### config.mk
export PLATFORM = sky130hd
export DESIGN_NAME = spi_page_writer
export DESIGN_NICKNAME = d
export VERILOG_FILES = /design/src/rtl/pw_pkg.sv /design/src/rtl/pw_datapath.sv /design/src/rtl/pw_ctrl.sv /design/src/rtl/spi_page_writer.sv
export SDC_FILE = /design/constraint.sdc
export NUM_CORES = 1
export LEC_CHECK = 0
export BUFFER_PORTS_ARGS = -buffer_cell sky130_fd_sc_hd__buf_2
export CORE_AREA = 2 2 76 78
export CTS_BUF_LIST = sky130_fd_sc_hd__clkbuf_8
export CTS_CLUSTER_SIZE = 20
export DETAILED_ROUTE_END_ITERATION = 16
export DIE_AREA = 0 0 78 80
export PLACE_DENSITY = 0.87
export SLEW_MARGIN = 20
export SYNTH_ARGS = -nofsm -noshare
export SYNTH_HDL_FRONTEND = slang
export SYNTH_SLANG_ARGS = --single-unit
### constraint.sdc
create_clock -name clk -period 2.99 [get_ports clk]
set_input_delay 0.1495 -clock clk [delete_from_list [all_inputs] [get_ports clk]]
set_output_delay 0.1495 -clock clk [all_outputs]
set_load 0.02 [all_outputs]
### src/rtl/pw_pkg.sv
package pw_pkg;
  typedef enum logic [1:0] {
    RESP_OK    = 2'd0,
    RESP_BUSY  = 2'd1,
    RESP_RANGE = 2'd2,
    RESP_PROT  = 2'd3
  } respCode_e;

  typedef enum logic [2:0] {
    ST_READY, ST_WREN, ST_GAP, ST_INSTR, ST_ADDR, ST_DATA
  } pwState_e;

  typedef struct packed {
    logic capture;
    logic sendWren;
    logic sendOpcode;
    logic sendFirstAddr;
    logic sendNextAddr;
    logic sendFirstData;
    logic sendNextData;
  } pwStrobe_t;

  localparam logic [7:0] OP_WREN  = 8'h06;
  localparam logic [7:0] OP_WRITE = 8'h02;
endpackage

### src/rtl/pw_datapath.sv
module pw_datapath
  import pw_pkg::*;
#(
  parameter int ADDR_BYTES = 2,
  parameter int MEM_BYTES  = 32768,
  parameter int PAGE_BYTES = 256
) (
  input  logic                          clk,
  input  logic                          rstN,
  input  pwStrobe_t                     strobe,
  input  logic [8*ADDR_BYTES-1:0]       reqAddr,
  input  logic [$clog2(PAGE_BYTES)-1:0] reqLastIdx,
  input  logic [7:0]                    statusIn,
  input  logic [7:0]                    srcData,
  output respCode_e                     chkCode,
  output logic                          addrDone,
  output logic                          dataDone,
  output logic [$clog2(PAGE_BYTES)-1:0] srcIdx,
  output logic [7:0]                    txByte
);
  localparam int ADDR_W = 8 * ADDR_BYTES;
  localparam int CNT_W  = $clog2(PAGE_BYTES);
  localparam int IDX_W  = (ADDR_BYTES > 1) ? $clog2(ADDR_BYTES) : 1;
  localparam logic [ADDR_W:0] MEM_LAST  = (ADDR_W+1)'(MEM_BYTES - 1);
  localparam logic [ADDR_W:0] BASE_Q3   = (ADDR_W+1)'((MEM_BYTES / 4) * 3);
  localparam logic [ADDR_W:0] BASE_HALF = (ADDR_W+1)'(MEM_BYTES / 2);

  logic [ADDR_W-1:0] addrReg;
  logic [CNT_W-1:0]  lastIdxReg;
  logic [CNT_W-1:0]  cnt;
  logic [7:0]        addrBytes [ADDR_BYTES];
  logic [ADDR_W:0]   lastAddr;
  logic              inProt;

  // address bytes, most significant first
  for (genvar g = 0; g < ADDR_BYTES; g++) begin : g_addrByte
    assign addrBytes[g] = addrReg[8*(ADDR_BYTES-1-g) +: 8];
  end

  // request checks
  always_comb begin
    lastAddr = {1'b0, reqAddr} + (ADDR_W+1)'(reqLastIdx);
    unique case (statusIn[3:2])
      2'd0:    inProt = 1'b0;
      2'd1:    inProt = (lastAddr >= BASE_Q3);
      2'd2:    inProt = (lastAddr >= BASE_HALF);
      default: inProt = 1'b1;
    endcase
    if (lastAddr > MEM_LAST)  chkCode = RESP_RANGE;
    else if (statusIn[0])     chkCode = RESP_BUSY;
    else if (inProt)          chkCode = RESP_PROT;
    else                      chkCode = RESP_OK;
  end

  assign addrDone = (cnt == CNT_W'(ADDR_BYTES));
  assign dataDone = (cnt == lastIdxReg);
  assign srcIdx   = strobe.sendNextData ? cnt + CNT_W'(1) : '0;

  always_ff @(posedge clk) begin
    if (!rstN) begin
      addrReg    <= '0;
      lastIdxReg <= '0;
      cnt        <= '0;
      txByte     <= '0;
    end else begin
      if (strobe.capture) begin
        addrReg    <= reqAddr;
        lastIdxReg <= reqLastIdx;
      end
      if (strobe.sendWren)   txByte <= OP_WREN;
      if (strobe.sendOpcode) txByte <= OP_WRITE;
      if (strobe.sendFirstAddr) begin
        txByte <= addrBytes[0];
        cnt    <= CNT_W'(1);
      end
      if (strobe.sendNextAddr) begin
        txByte <= addrBytes[cnt[IDX_W-1:0]];
        cnt    <= cnt + CNT_W'(1);
      end
      if (strobe.sendFirstData) begin
        txByte <= srcData;
        cnt    <= '0;
      end
      if (strobe.sendNextData) begin
        txByte <= srcData;
        cnt    <= cnt + CNT_W'(1);
      end
    end
  end
endmodule

### src/rtl/pw_ctrl.sv
module pw_ctrl
  import pw_pkg::*;
(
  input  logic       clk,
  input  logic       rstN,
  input  logic       reqValid,
  input  respCode_e  chkCode,
  input  logic       txDone,
  input  logic       addrDone,
  input  logic       dataDone,
  output pwStrobe_t  strobe,
  output logic       csN,
  output logic       txStart,
  output logic       respValid,
  output respCode_e  respCode,
  output logic       idle
);
  pwState_e state;
  logic     accept;

  assign idle   = (state == ST_READY);
  assign accept = reqValid && idle && (chkCode == RESP_OK);

  always_comb begin
    strobe               = '0;
    strobe.capture       = accept;
    strobe.sendWren      = accept;
    strobe.sendOpcode    = (state == ST_GAP);
    strobe.sendFirstAddr = (state == ST_INSTR) && txDone;
    strobe.sendNextAddr  = (state == ST_ADDR) && txDone && !addrDone;
    strobe.sendFirstData = (state == ST_ADDR) && txDone && addrDone;
    strobe.sendNextData  = (state == ST_DATA) && txDone && !dataDone;
  end

  always_ff @(posedge clk) begin
    if (!rstN) begin
      state     <= ST_READY;
      csN       <= 1'b1;
      txStart   <= 1'b0;
      respValid <= 1'b0;
      respCode  <= RESP_OK;
    end else begin
      respValid <= reqValid;
      respCode  <= idle ? chkCode : RESP_BUSY;
      txStart   <= strobe.sendWren | strobe.sendOpcode | strobe.sendFirstAddr |
                   strobe.sendNextAddr | strobe.sendFirstData | strobe.sendNextData;
      unique case (state)
        ST_READY: if (accept) begin
          state <= ST_WREN;
          csN   <= 1'b0;
        end
        ST_WREN: if (txDone) begin
          state <= ST_GAP;
          csN   <= 1'b1;
        end
        ST_GAP: begin
          state <= ST_INSTR;
          csN   <= 1'b0;
        end
        ST_INSTR: if (txDone) state <= ST_ADDR;
        ST_ADDR:  if (txDone && addrDone) state <= ST_DATA;
        ST_DATA: if (txDone && dataDone) begin
          state <= ST_READY;
          csN   <= 1'b1;
        end
        default: state <= ST_READY;
      endcase
    end
  end
endmodule

### src/rtl/spi_page_writer.sv
module spi_page_writer
  import pw_pkg::*;
#(
  parameter int ADDR_BYTES = 2,
  parameter int MEM_BYTES  = 32768,
  parameter int PAGE_BYTES = 256
) (
  input  logic                          clk,
  input  logic                          rstN,
  input  logic                          reqValid,
  input  logic [8*ADDR_BYTES-1:0]       reqAddr,
  input  logic [$clog2(PAGE_BYTES)-1:0] reqLastIdx,
  input  logic [7:0]                    statusIn,
  output logic                          respValid,
  output logic [1:0]                    respCode,
  output logic                          idle,
  output logic                          csN,
  output logic                          txStart,
  output logic [7:0]                    txByte,
  input  logic                          txDone,
  output logic [$clog2(PAGE_BYTES)-1:0] srcIdx,
  input  logic [7:0]                    srcData
);
  pwStrobe_t strobe;
  respCode_e chkCode;
  respCode_e respCodeE;
  logic      addrDone;
  logic      dataDone;

  assign respCode = respCodeE;

  pw_ctrl u_ctrl (
    .clk(clk), .rstN(rstN), .reqValid(reqValid), .chkCode(chkCode),
    .txDone(txDone), .addrDone(addrDone), .dataDone(dataDone),
    .strobe(strobe), .csN(csN), .txStart(txStart),
    .respValid(respValid), .respCode(respCodeE), .idle(idle)
  );

  pw_datapath #(
    .ADDR_BYTES(ADDR_BYTES), .MEM_BYTES(MEM_BYTES), .PAGE_BYTES(PAGE_BYTES)
  ) u_dp (
    .clk(clk), .rstN(rstN), .strobe(strobe), .reqAddr(reqAddr),
    .reqLastIdx(reqLastIdx), .statusIn(statusIn), .srcData(srcData),
    .chkCode(chkCode), .addrDone(addrDone), .dataDone(dataDone),
    .srcIdx(srcIdx), .txByte(txByte)
  );
endmodule

# After elaboration in Yosys (flattened, before gate mapping)
# Cells that the tools add are included.
[word_totals] elab_cells=86 reg_bits=48
[classes] eq_ne=14 n_mux=29 addsub=2 magnitude_cmp=4 n_reduce_logical=21 bitwise_logic=6
[ops] op="two-way mux 8 bit" count=14
[ops] op="greater-or-equal comparator 17 x 15 -> 1 bit (second input constant)" count=2
[ops] op="case mux 3 bit (6 select lines)" count=1
[ops] op="adder 16 x 8 -> 17 bit" count=1
[ops] op="greater-than comparator 17 x 15 -> 1 bit (second input constant)" count=1
[ops] op="two-way mux 3 bit" count=5
[ops] op="logical AND 1 bit" count=10
[ops] op="!= test 2 bit (second input constant)" count=5
[ops] op="adder 8 x 1 -> 8 bit (second input constant)" count=1
[ops] op="== test 8 x 2 -> 1 bit (second input constant)" count=1
[ops] op="== test 8 bit" count=1
[ops] op="nonzero test 4 bit" count=2
[ops] op="== test 3 x 2 -> 1 bit (second input constant)" count=2
[ops] op="== test 3 bit (second input constant)" count=2
[ops] op="two-way mux 2 bit" count=3
[ops] op="nonzero test 6 bit" count=1
[ops] op="bitwise OR 1 bit" count=5
[ops] op="AND reduction 5 bit" count=1
[ops] op="zero test 2 bit" count=2
[ops] op="two-way mux 1 bit" count=4
[ops] op="case mux 1 bit (4 select lines)" count=1
[ops] op="AND reduction 4 bit" count=1
[ops] op="== test 3 x 1 -> 1 bit (second input constant)" count=1
[ops] op="zero test 3 bit" count=1
[ops] op="other kinds (7)" count=8

# Longest topological paths before layout
# Gate-level depths: netlist of the first run.
[depth] ltp_word=14 ltp_mapped=12 ltp_nobuf=10

# Modules after synthesis
# Synthesis of the first run repeated with hierarchy kept, for this count alone.
[hier_totals] cells_unflattened=311 hier_area_um2=2793.9
[by_module_without_submodules] module="pw_datapath" cells_per_inst=263 area_per_inst_um2=2374.8 instances=1
[by_module_without_submodules] module="pw_ctrl" cells_per_inst=48 area_per_inst_um2=419.2 instances=1

# Worst setup path after synthesis of the first run
# Ideal clock, no wire load.
[synth_timing] path_kind="input to register" start="input reqAddr[0]" end="register u_ctrl.csN" n_path_buf=2 path_stages=12 t_arrival_ns=2.144 setup_slack_ns=0.705 path_cell_list="ha_1 inv_1 fa_1 nor2b_1 o31ai_1 a32oi_1 nor4b_1 o31ai_2 and4_1 buf_4 buf_6 o221ai_1"
[synth_via] elab_chain_len=10
[synth_lines] item="start, declared" line="spi_page_writer.sv:11" text="input logic [8*ADDR_BYTES-1:0] reqAddr,"
[synth_lines] item="adder 16 x 8 -> 17 bit *" line="pw_datapath.sv:42" text="lastAddr = {1'b0, reqAddr} + (ADDR_W+1)'(reqLastIdx);"
[synth_lines] item="greater-or-equal comparator 17 x 15 -> 1 bit, on equally long branches" line="pw_datapath.sv:46, pw_datapath.sv:45"
[synth_lines] item="case mux 1 bit (3 select lines)" line="pw_datapath.sv:43" text="unique case (statusIn[3:2])"
[synth_lines] item="two-way mux 2 bit" line="pw_datapath.sv:51" text="else if (inProt) chkCode = RESP_PROT;"
[synth_lines] item="two-way mux 2 bit" line="pw_datapath.sv:50" text="else if (statusIn[0]) chkCode = RESP_BUSY;"
[synth_lines] item="two-way mux 2 bit *" line="pw_datapath.sv:49" text="if (lastAddr > MEM_LAST) chkCode = RESP_RANGE;"
[synth_lines] item="zero test 2 bit *" line="pw_ctrl.sv:22" text="assign accept = reqValid && idle && (chkCode == RESP_OK);"
[synth_lines] item="logical AND 1 bit *" line="pw_ctrl.sv:22"
[synth_lines] item="!= test 2 bit (no line) *"
[synth_lines] item="AND reduction 4 bit (no line) *"
[synth_lines] item="end signal, assigned" line="pw_ctrl.sv:38" text="csN <= 1'b1;"
[synth_lines] item="end signal, assigned" line="pw_ctrl.sv:50" text="csN <= 1'b0;"
[synth_lines] item="end signal, assigned" line="pw_ctrl.sv:54" text="csN <= 1'b1;"
[synth_lines] item="end, declared" line="pw_ctrl.sv:12" text="output logic csN,"
# Every way passes the cells marked *; elsewhere a longest branch is shown, timed or not.
# A chain may end at the register's enable or synchronous reset.

# Final worst setup path of the first run
[layout_timing] start="input reqAddr[0]" end="register u_dp.lastIdxReg[1]"
[layout_via] elab_chain_len=8
[layout_lines] item="adder 16 x 8 -> 17 bit *" line="pw_datapath.sv:42"
[layout_lines] item="greater-or-equal comparator 17 x 15 -> 1 bit, on equally long branches" line="pw_datapath.sv:46, pw_datapath.sv:45"
[layout_lines] item="case mux 1 bit (3 select lines)" line="pw_datapath.sv:43"
[layout_lines] item="two-way mux 2 bit" line="pw_datapath.sv:51"
[layout_lines] item="two-way mux 2 bit" line="pw_datapath.sv:50"
[layout_lines] item="two-way mux 2 bit *" line="pw_datapath.sv:49"
[layout_lines] item="zero test 2 bit *" line="pw_ctrl.sv:22"
[layout_lines] item="logical AND 1 bit *" line="pw_ctrl.sv:22"
[layout_lines] item="end signal, assigned" line="pw_datapath.sv:68" text="lastIdxReg <= reqLastIdx;"
[layout_lines] item="end, declared" line="pw_datapath.sv:29" text="logic [CNT_W-1:0] lastIdxReg;"
# Marked as above.

==> results of run 1 <==
==> metrics by stage <==
stage / util [%] / hold slack (ps)
floorplan: - / 271
global placement: 58.8 / 370
finish: 60.6 / 55.0
detailed placement: 58.8 / 371
global route: 60.6 / 53.8
CTS: 60.6 / 51.8
==> report_power, final <==
part,leakage [nW],switching (mW),internal (mW)
clock network,0.0516,0.231,0.189
logic,0.947,0.125,0.0818
registers,0.389,0.0165,0.659
==> layout by cell type, fill, tap and decap left out, drive strengths merged, types with 6 or more instances in the layout <==
cell / n
dfxtp: 48
a21oi: 10
o21ai: 17
nand3: 15
a22o: 7
ha: 10
clkbuf: 6
a2bb2oi: 7
mux2i: 26
nand2: 72
buf: 63
inv: 13
xor2: 10
nor2: 14
==> registers in the layout, summed over array words and instances, names as in the netlist <==
signal,flops
u_ctrl.csN,1
u_dp.lastIdxReg,8
u_dp.txByte,8
u_ctrl.respValid,1
u_ctrl.state,3
u_dp.cnt,8
u_ctrl.txStart,1
u_dp.addrBytes,16
u_ctrl.respCode,2
==> kinds of logic after synthesis <==
group,synth area share (%)
AOI/OAI and AO/OA,19.6
xor gates and xnor gates,4.25
adders and majority gates,5.03
buffers and inverters,6.11
DFF,33.3
muxes,9.02
and+or+nand+nor,22.7
==> cell type report <==
cell class              instances  area (sq um)  share of cell area (%)
flip-flops and latches         48           961                    29.3
repair buffers                 63           335                    10.2
clock buffers                   6          82.6                    2.52
multi-input cells             261          1750                    53.4
well taps                      72          90.1                    2.75
clock inverters                 2          13.8                   0.420
inverters                      12          45.0                    1.38
==> layer usage <==
metal / up-vias / share of wire [%]
met4: 0 / 1.5
met1: 1264 / 46
met2: 103 / 46
met5: - / 0
li1: 1315 / -
met3: 8 / 6.4
==> final timing paths <==
| check | end | slack, ps | cells after the start |
|---|---|---|---|
| max | u_dp.lastIdxReg[1]$_SDFFE_PN0P_ | 380 | 12 |
| min reg2reg | u_dp.txByte[1]$_SDFFE_PN0P_ | 460 | 2 |
| max reg2reg | u_dp.txByte[0]$_SDFFE_PN0P_ | 560 | 9 |
| min | u_ctrl.respValid$_SDFF_PN0_ | 50 | 2 |
==> critical path: cells and delay by family <==
family | cells | cell delay, ps
simple gates | 3 | 630
mux | 1 | 220
buf+inv | 3 | 400
fa+ha+maj | 2 | 520
compound gates | 3 | 930
==> flow_metrics.py, run 1 <==
metrics = {
    "run_status": {
        "status": "finished clean",
    },
    "grt": {
        "track_usage_pct": 23.4,
        "busiest_layer": "met2",
        "overflow": 0,
        "use_met3_pct": 3.85,
        "grt_pass1_wl_microns": 11700,
        "antenna_found_initial": 0,
        "grt_pass1_vias": 2467,
        "grt_use_met1_pct": 30.9,
        "grt_max_degree": 39,
        "use_met2_pct": 39.3,
    },
    "sta": {
        "tightest_slew_ps": 830,
        "max_clock_freq_mhz": 383,
        "rsz0062_at_grt": "false",
        "fin_setup_tns_ps": 0,
        "setup_ws_ps": 377,
        "slew_viol_final": 0,
        "clock_skew_ps": 5.19,
        "finalWorstPathRequiredPeriod_ps": 2610,
        "slew_headroom_pct": 44.2,
        "setup_violations": 0,
        "period_share_pct": 87.4,
        "hold_viol": 0,
    },
    "clocking": {
        "cts.hold.buffers_added": 0,
        "clk_latency_ps": 310,
        "post_cts_buffers": 0,
        "cts_num_sinks": 48,
        "clk_pin_slew_worst_paths_ps": 90,
        "cts_resized": 0,
        "cts_max_path_buffers": 2,
        "htreeDepth": 2,
        "cts_made_buffers": 5,
        "root_buffer": "clkbuf_8",
        "cts_tree": "yes",
    },
    "route": {
        "drtIter0Drc": 212,
        "dr.pass1.iters": 4,
        "drc": 0,
        "drt_wl_total_microns": 6940,
        "via_per_inst": 5.80,
        "wl_per_cell_microns": 15.0,
        "vias": 2690,
        "antenna_left": 0,
    },
    "yosys": {
        "yosysWarnings": 0,
        "ys_types": 58,
        "yosysMostFrequentCell": "nand2_1",
        "synth-seq-cells": 48,
        "synth_common_cells": "nand2_1 (72), dfxtp_1 (48), mux2i_1 (26)",
        "syn_area_sq_um": 2890,
        "syn-instance-count": 344,
        "syn-num-nets": 399,
        "synth_top_area_share_pct": 33.3,
        "yosysSeqAreaShare_pct": 33.3,
        "avgSynthCellArea_sq_um": 8.39,
        "async_reset_ff_share_pct": 0,
        "synth_ff_type": "dfxtp_1",
        "synthTopCellsByArea": "dfxtp_1 (33%), nand2_1 (9.4%), mux2i_1 (9.0%)",
        "synth_largest_area_cell": "dfxtp_1",
        "synth-edff-count": 0,
    },
    "die": {
        "core_sq_um": 5410,
        "fp.dieW_microns": 78,
        "fp-row-count": 27,
        "start_util_pct": 53.4,
        "die_h_microns": 80,
        "design.die.area_sq_um": 6240,
        "io_pins": 66,
    },
    "worst_setup_path": {
        "crit_chain": "buf_2 > ha_1 > inv_1 > fa_1 > nor2b_1 > o31ai_1 > a32oi_1 > nor4b_1 > o31ai_2 > and4_1 > buf_12 > mux2i_1",
        "critPathLaunch": "reqAddr[0]",
        "slowest_delay_ps": 420,
        "startpoint_type": "input pin",
        "cp_max_fo": 29,
        "rr_startpoint": "u_dp.cnt[0]$_SDFFE_PN0P_",
        "cp.arrival_ps": 2850,
        "critPathKind": "input pin to register",
        "worstPathRequired_ps": 3230,
        "end_kind": "register",
        "critPathSlowestCell": "a32oi_1",
    },
    "cells_and_area": {
        "final_cell_count_no_fill": 464,
        "final_area_sq_um": 3280,
        "n_antenna_cell": 0,
        "final_nets": 446,
        "syn_to_final_growth_pct": 13.5,
        "drive_above_1_share_pct": 20.2,
        "fillers": 477,
    },
    "min_path": {
        "worstHoldStart": "reqValid",
        "holdCritPathClass": "input pin to register",
    },
    "placement": {
        "post-dp-hpwl_microns": 5160,
        "place_congestion": 0.843,
        "placed_cells": 456,
        "port_buffers": 60,
        "post-place-ws_ps": 90.7,
        "placed_area_sq_um": 3180,
    },
    "pwr": {
        "ir_worst_vdd_uv": 250,
        "power_mw": 1.30,
        "p_leak_nw": 1.39,
        "power_density_nw_per_um2": 397,
    },
    "job": {
        "max-cap-violations": 0,
    },
}
No activity file was read; power rests on OpenSTA's default activity.
==> inputs of run 2 (changes only) <==
Settings changed: CORE_AREA 2 2 76 78 to 2 2 79 81, DIE_AREA 0 0 78 80 to 0 0 81 83, MAX_ROUTING_LAYER set to met4, PLACE_DENSITY 0.87 to 0.82.
==> run 2 against run 1 <==
Routed wire length is 5.9% lower. Core utilization is 4.3 points lower. Cell area decreased by 0.11%. Total power shrank 0.72%. Sequential share of layout area about the same. Via count down 2.4%. Register-to-register slack worse by 40 ps. Non-clock buffer count decreased by 1. Clock skew grew 1.3 ps. Fmax increased by 1.9%. Largest power group unchanged. Highest routed layer unchanged.
==> flow_metrics.py, run 2 (synthesis results as in run 1) <==
metrics = {
    "route": {
        "via_per_inst": 5.63,
        "vias": 2625,
        "drc": 0,
        "antenna_left": 0,
        "wl_per_cell_microns": 14.0,
        "dr.pass1.iters": 4,
        "drtIter0Drc": 244,
        "drt_wl_total_microns": 6530,
    },
    "worst_setup_path": {
        "end_kind": "register",
        "r2r_slack_ps": 520,
        "startpoint_type": "input pin",
        "worstPathRequired_ps": 3220,
        "cp.arrival_ps": 2790,
        "cp_max_fo": 30,
        "r2r_cells": 9,
        "reg2reg_to": "u_dp.txByte[7]$_SDFFE_PN0P_",
        "critPathKind": "input pin to register",
        "rr_startpoint": "u_dp.cnt[0]$_SDFFE_PN0P_",
    },
    "job": {
        "max-cap-violations": 0,
    },
    "cells_and_area": {
        "final_cell_count_no_fill": 466,
        "final_cell_mix": "nand2_1 (72), buf_2 (60), dfxtp_1 (48)",
        "mostFrequentLayoutCell": "nand2_1",
        "n_antenna_cell": 0,
        "final_area_sq_um": 3270,
        "largest_reg_flops": 16,
        "final_nets": 445,
        "drive_above_1_share_pct": 19.9,
        "syn_to_final_growth_pct": 13.4,
    },
    "sta": {
        "hold_viol": 0,
        "slew_headroom_pct": 36.4,
        "period_share_pct": 85.8,
        "rsz0062_at_grt": "false",
        "finalWorstPathRequiredPeriod_ps": 2570,
        "tightest_slew_ps": 954,
        "max_clock_freq_mhz": 390,
        "clock_skew_ps": 6.50,
        "fin_setup_tns_ps": 0,
        "setup_violations": 0,
        "slew_viol_final": 0,
    },
    "pwr": {
        "power_mw": 1.29,
        "power_density_nw_per_um2": 395,
        "ir_worst_vdd_uv": 274,
        "p_leak_nw": 1.38,
    },
    "clocking": {
        "clk_pin_slew_worst_paths_ps": 90,
        "htreeDepth": 2,
        "root_buffer": "clkbuf_8",
        "cts_num_sinks": 48,
        "clk_latency_ps": 300,
        "post_cts_buffers": 0,
        "cts.hold.buffers_added": 0,
        "cts_max_path_buffers": 2,
        "cts_resized": 0,
        "cts_tree": "yes",
        "cts_made_buffers": 5,
    },
    "grt": {
        "grt_pass1_wl_microns": 10900,
        "antenna_found_initial": 0,
        "overflow": 0,
        "track_usage_pct": 20.4,
        "grt_pass1_vias": 2352,
        "grt_max_degree": 60,
    },
    "die": {
        "fp.dieW_microns": 81,
        "core_sq_um": 5820,
        "design.die.area_sq_um": 6720,
        "fp-row-count": 28,
        "start_util_pct": 49.6,
        "io_pins": 66,
        "die_h_microns": 83,
    },
    "min_path": {
        "holdCritPathClass": "input pin to register",
        "holdPathEnd": "u_ctrl.respValid$_SDFF_PN0_",
        "worstHoldPathCells": 2,
        "worstHoldStart": "reqValid",
    },
    "placement": {
        "placed_area_sq_um": 3180,
        "port_buffers": 60,
        "placed_cells": 458,
        "post-dp-hpwl_microns": 4900,
        "place_congestion": 0.895,
    },
    "run_status": {
        "status": "finished clean",
    },
}
==> run 2: cell types whose count changed in the layout (fill, tap and decap cells not counted), sizes merged <==
cell and change:
buf -1
==> run 2: stage by stage <==
stage / hold WS, ps / util, % / setup WS [ps]
floorplan: 271 / - / 705
global placement: 369 / 54.6 / 251
detailed placement: 370 / 54.6 / 111
CTS: 52.1 / 56.3 / 420
global route: 65.2 / 56.3 / 259
finish: 52.0 / 56.3 / 425
==> run 2: worst max-delay path by stage <==
stage / start / end / slack [ps] / cells after the start
CTS: reqAddr[0] / u_dp.lastIdxReg[2]$_SDFFE_PN0P_ / 420 / 12
finish: reqAddr[0] / u_dp.lastIdxReg[2]$_SDFFE_PN0P_ / 420 / 12
floorplan: reqAddr[0] / u_ctrl.csN$_SDFFE_PN1P_ / 700 / 12
global route: reqAddr[0] / u_dp.lastIdxReg[2]$_SDFFE_PN0P_ / 260 / 12
global placement: reqAddr[0] / u_dp.lastIdxReg[0]$_SDFFE_PN0P_ / 250 / 12
detailed placement: reqAddr[0] / u_dp.lastIdxReg[2]$_SDFFE_PN0P_ / 110 / 12
==> run 2: area by class of cell <==
| type | instances | area (sq um) |
|---|---|---|
| Timing Repair Buffer | 62 | 328 |
| Inverter | 12 | 45.0 |
| Fill cell | 555 | 2540 |
| Multi-Input combinational cell | 261 | 1750 |
| Sequential cell | 48 | 961 |
| Clock buffer | 6 | 82.6 |
| Clock inverter | 2 | 13.8 |
| Tap cell | 75 | 93.8 |
==> run 2: power by group <==
part / internal [mW] / total, mW / switching, mW
logic: 0.0809 / 0.202 / 0.121
clock network: 0.189 / 0.415 / 0.226
registers: 0.659 / 0.676 / 0.0171
==> run 2: critical path, cell delays in order <==
cell	delay, ps
buf_2	110
ha_1	160
inv_1	50
fa_1	360
nor2b_1	120
o31ai_1	80
a32oi_1	370
nor4b_1	110
o31ai_2	440
and4_1	350
buf_12	240
mux2i_1	230
==> run 2: routing by layer <==
| metal | GRT usage (%) | vias up | share of wire (%) |
|---|---|---|---|
| met5 | - | - | 0 |
| met4 | 7.24 | 0 | 1.7 |
| met3 | 2.83 | 9 | 6.0 |
| met2 | 30.1 | 97 | 44 |
| li1 | - | 1316 | - |
| met1 | 28.3 | 1203 | 48 |
==> inputs of run 3 (changes only) <==
Settings changed: PLACE_DENSITY 0.82 to 0.8.
==> run 3 against run 2 <==
Fmax is essentially flat. Sequential cell count stayed put. Global-route usage rose by 1.2 points. Clock power decreased by 3%. Sequential share of layout area is 0.11 points lower. Combinational power hardly changed. Final cell count grew 0.43%. Non-clock buffer count is 2 higher. Sequential power about the same. Core utilization rose by 0.22 points. Cell area rose by 0.38%. Critical path type unchanged.
==> flow_metrics.py, run 3 (synthesis results as in run 1) <==
metrics = {
    "run_status": {
        "status": "finished clean",
    },
    "min_path": {
        "holdCritPathClass": "input pin to register",
    },
    "pwr": {
        "p_leak_nw": 1.39,
        "ir_worst_vdd_uv": 204,
        "power_density_nw_per_um2": 391,
    },
    "route": {
        "drc": 0,
        "wl_per_cell_microns": 14.2,
        "antenna_left": 0,
        "vias": 2625,
        "drt_wl_total_microns": 6660,
        "dr.pass1.iters": 4,
        "via_per_inst": 5.61,
        "drtIter0Drc": 208,
    },
    "die": {
        "core_sq_um": 5820,
        "design.die.area_sq_um": 6720,
        "die_h_microns": 83,
        "fp.dieW_microns": 81,
        "fp-row-count": 28,
        "io_pins": 66,
        "start_util_pct": 49.6,
    },
    "clocking": {
        "clk_pin_slew_worst_paths_ps": 90,
        "cts_tree": "yes",
        "post_cts_buffers": 0,
        "cts_num_sinks": 48,
        "cts_resized": 0,
        "root_buffer": "clkbuf_8",
        "cts_made_buffers": 5,
        "clk_latency_ps": 300,
        "htreeDepth": 2,
        "cts.hold.buffers_added": 0,
        "cts_max_path_buffers": 2,
    },
    "sta": {
        "slew_viol_final": 0,
        "hold_viol": 0,
        "period_share_pct": 85.7,
        "setup_violations": 0,
        "tightest_slew_ps": 837,
        "clock_skew_ps": 4.56,
        "fin_setup_tns_ps": 0,
        "max_clock_freq_mhz": 390,
        "finalWorstPathRequiredPeriod_ps": 2560,
        "slew_headroom_pct": 43.7,
        "rsz0062_at_grt": "false",
    },
    "cells_and_area": {
        "mostFrequentLayoutCell": "nand2_1",
        "drive_above_1_share_pct": 20.1,
        "final_cell_mix": "nand2_1 (72), buf_2 (60), dfxtp_1 (48)",
        "syn_to_final_growth_pct": 13.8,
        "largest_reg_flops": 16,
        "final_nets": 447,
        "final_util_pct": 56.5,
        "n_antenna_cell": 0,
    },
    "job": {
        "max-cap-violations": 0,
    },
    "worst_setup_path": {
        "cp_max_fo": 23,
        "cp.arrival_ps": 2790,
        "startpoint_type": "input pin",
        "critPathKind": "input pin to register",
        "end_kind": "register",
        "worstPathRequired_ps": 3220,
    },
    "grt": {
        "grt_max_degree": 35,
        "overflow": 0,
        "track_usage_pct": 21.6,
        "grt_pass1_wl_microns": 11600,
        "antenna_found_initial": 0,
        "grt_pass1_vias": 2488,
    },
    "placement": {
        "place_congestion": 0.848,
        "post-dp-hpwl_microns": 5030,
        "port_buffers": 60,
    },
}
==> run 3: final timing paths <==
check / endpoint / cells past startpoint / slack, ps / from
max: u_dp.addrBytes[12]$_SDFFE_PN0P_ / 12 / 430 / reqAddr[0]
max reg2reg: u_dp.txByte[7]$_SDFFE_PN0P_ / 9 / 540 / u_dp.cnt[0]$_SDFFE_PN0P_
min: u_ctrl.respValid$_SDFF_PN0_ / 2 / 50 / reqValid
min reg2reg: u_dp.addrBytes[9]$_SDFFE_PN0P_ / 2 / 460 / u_dp.addrBytes[9]$_SDFFE_PN0P_
==> run 3: stage by stage <==
stage | std cells | cell area (sq um) | power, mW | setup WS (ps) | hold slack (ps)
final | 468 | 3280 | 1.28 | 427 | 54.5
after global routing | 468 | 3280 | 1.34 | 288 | 63.8
after CTS | 468 | 3280 | 1.29 | 465 | 56.8
after detailed placement | 460 | 3190 | 0.893 | 159 | 370
after global placement | 460 | 3190 | 0.887 | 275 | 368
after floorplan | 344 | 2890 | 0.825 | 705 | 271
==> run 3: final cells by class <==
type	count	area [sq um]
Tap cell	75	93.8
Inverter	12	45.0
Sequential cell	48	961
Clock buffer	6	82.6
Clock inverter	2	11.3
Multi-Input combinational cell	261	1750
Fill cell	553	2530
Timing Repair Buffer	64	343
==> run 3: routing by layer <==
metal  vias up  global-route usage [%]  share of wire, %
met2        70                    33.6                47
met4         0                    6.47               1.4
met5         -                       -                 0
met3         9                    2.72               4.1
met1      1229                    29.2                48
li1       1317                       -                 -
==> run 3: critical path, stage by stage <==
cell     delay [ps]
buf_2           100
ha_1            160
inv_1            60
fa_1            360
nor2b_1         120
o31ai_1          90
a32oi_1         390
nor4b_1         120
o31ai_2         470
and4_1          350
buf_12          210
mux2i_1         210
==> run 3: report_power, final <==
group / switching (mW) / total, mW / leakage (nW) / internal [mW]
Sequential: 0.0170 / 0.676 / 0.389 / 0.659
Combinational: 0.122 / 0.204 / 0.952 / 0.0823
Clock: 0.219 / 0.404 / 0.0486 / 0.185
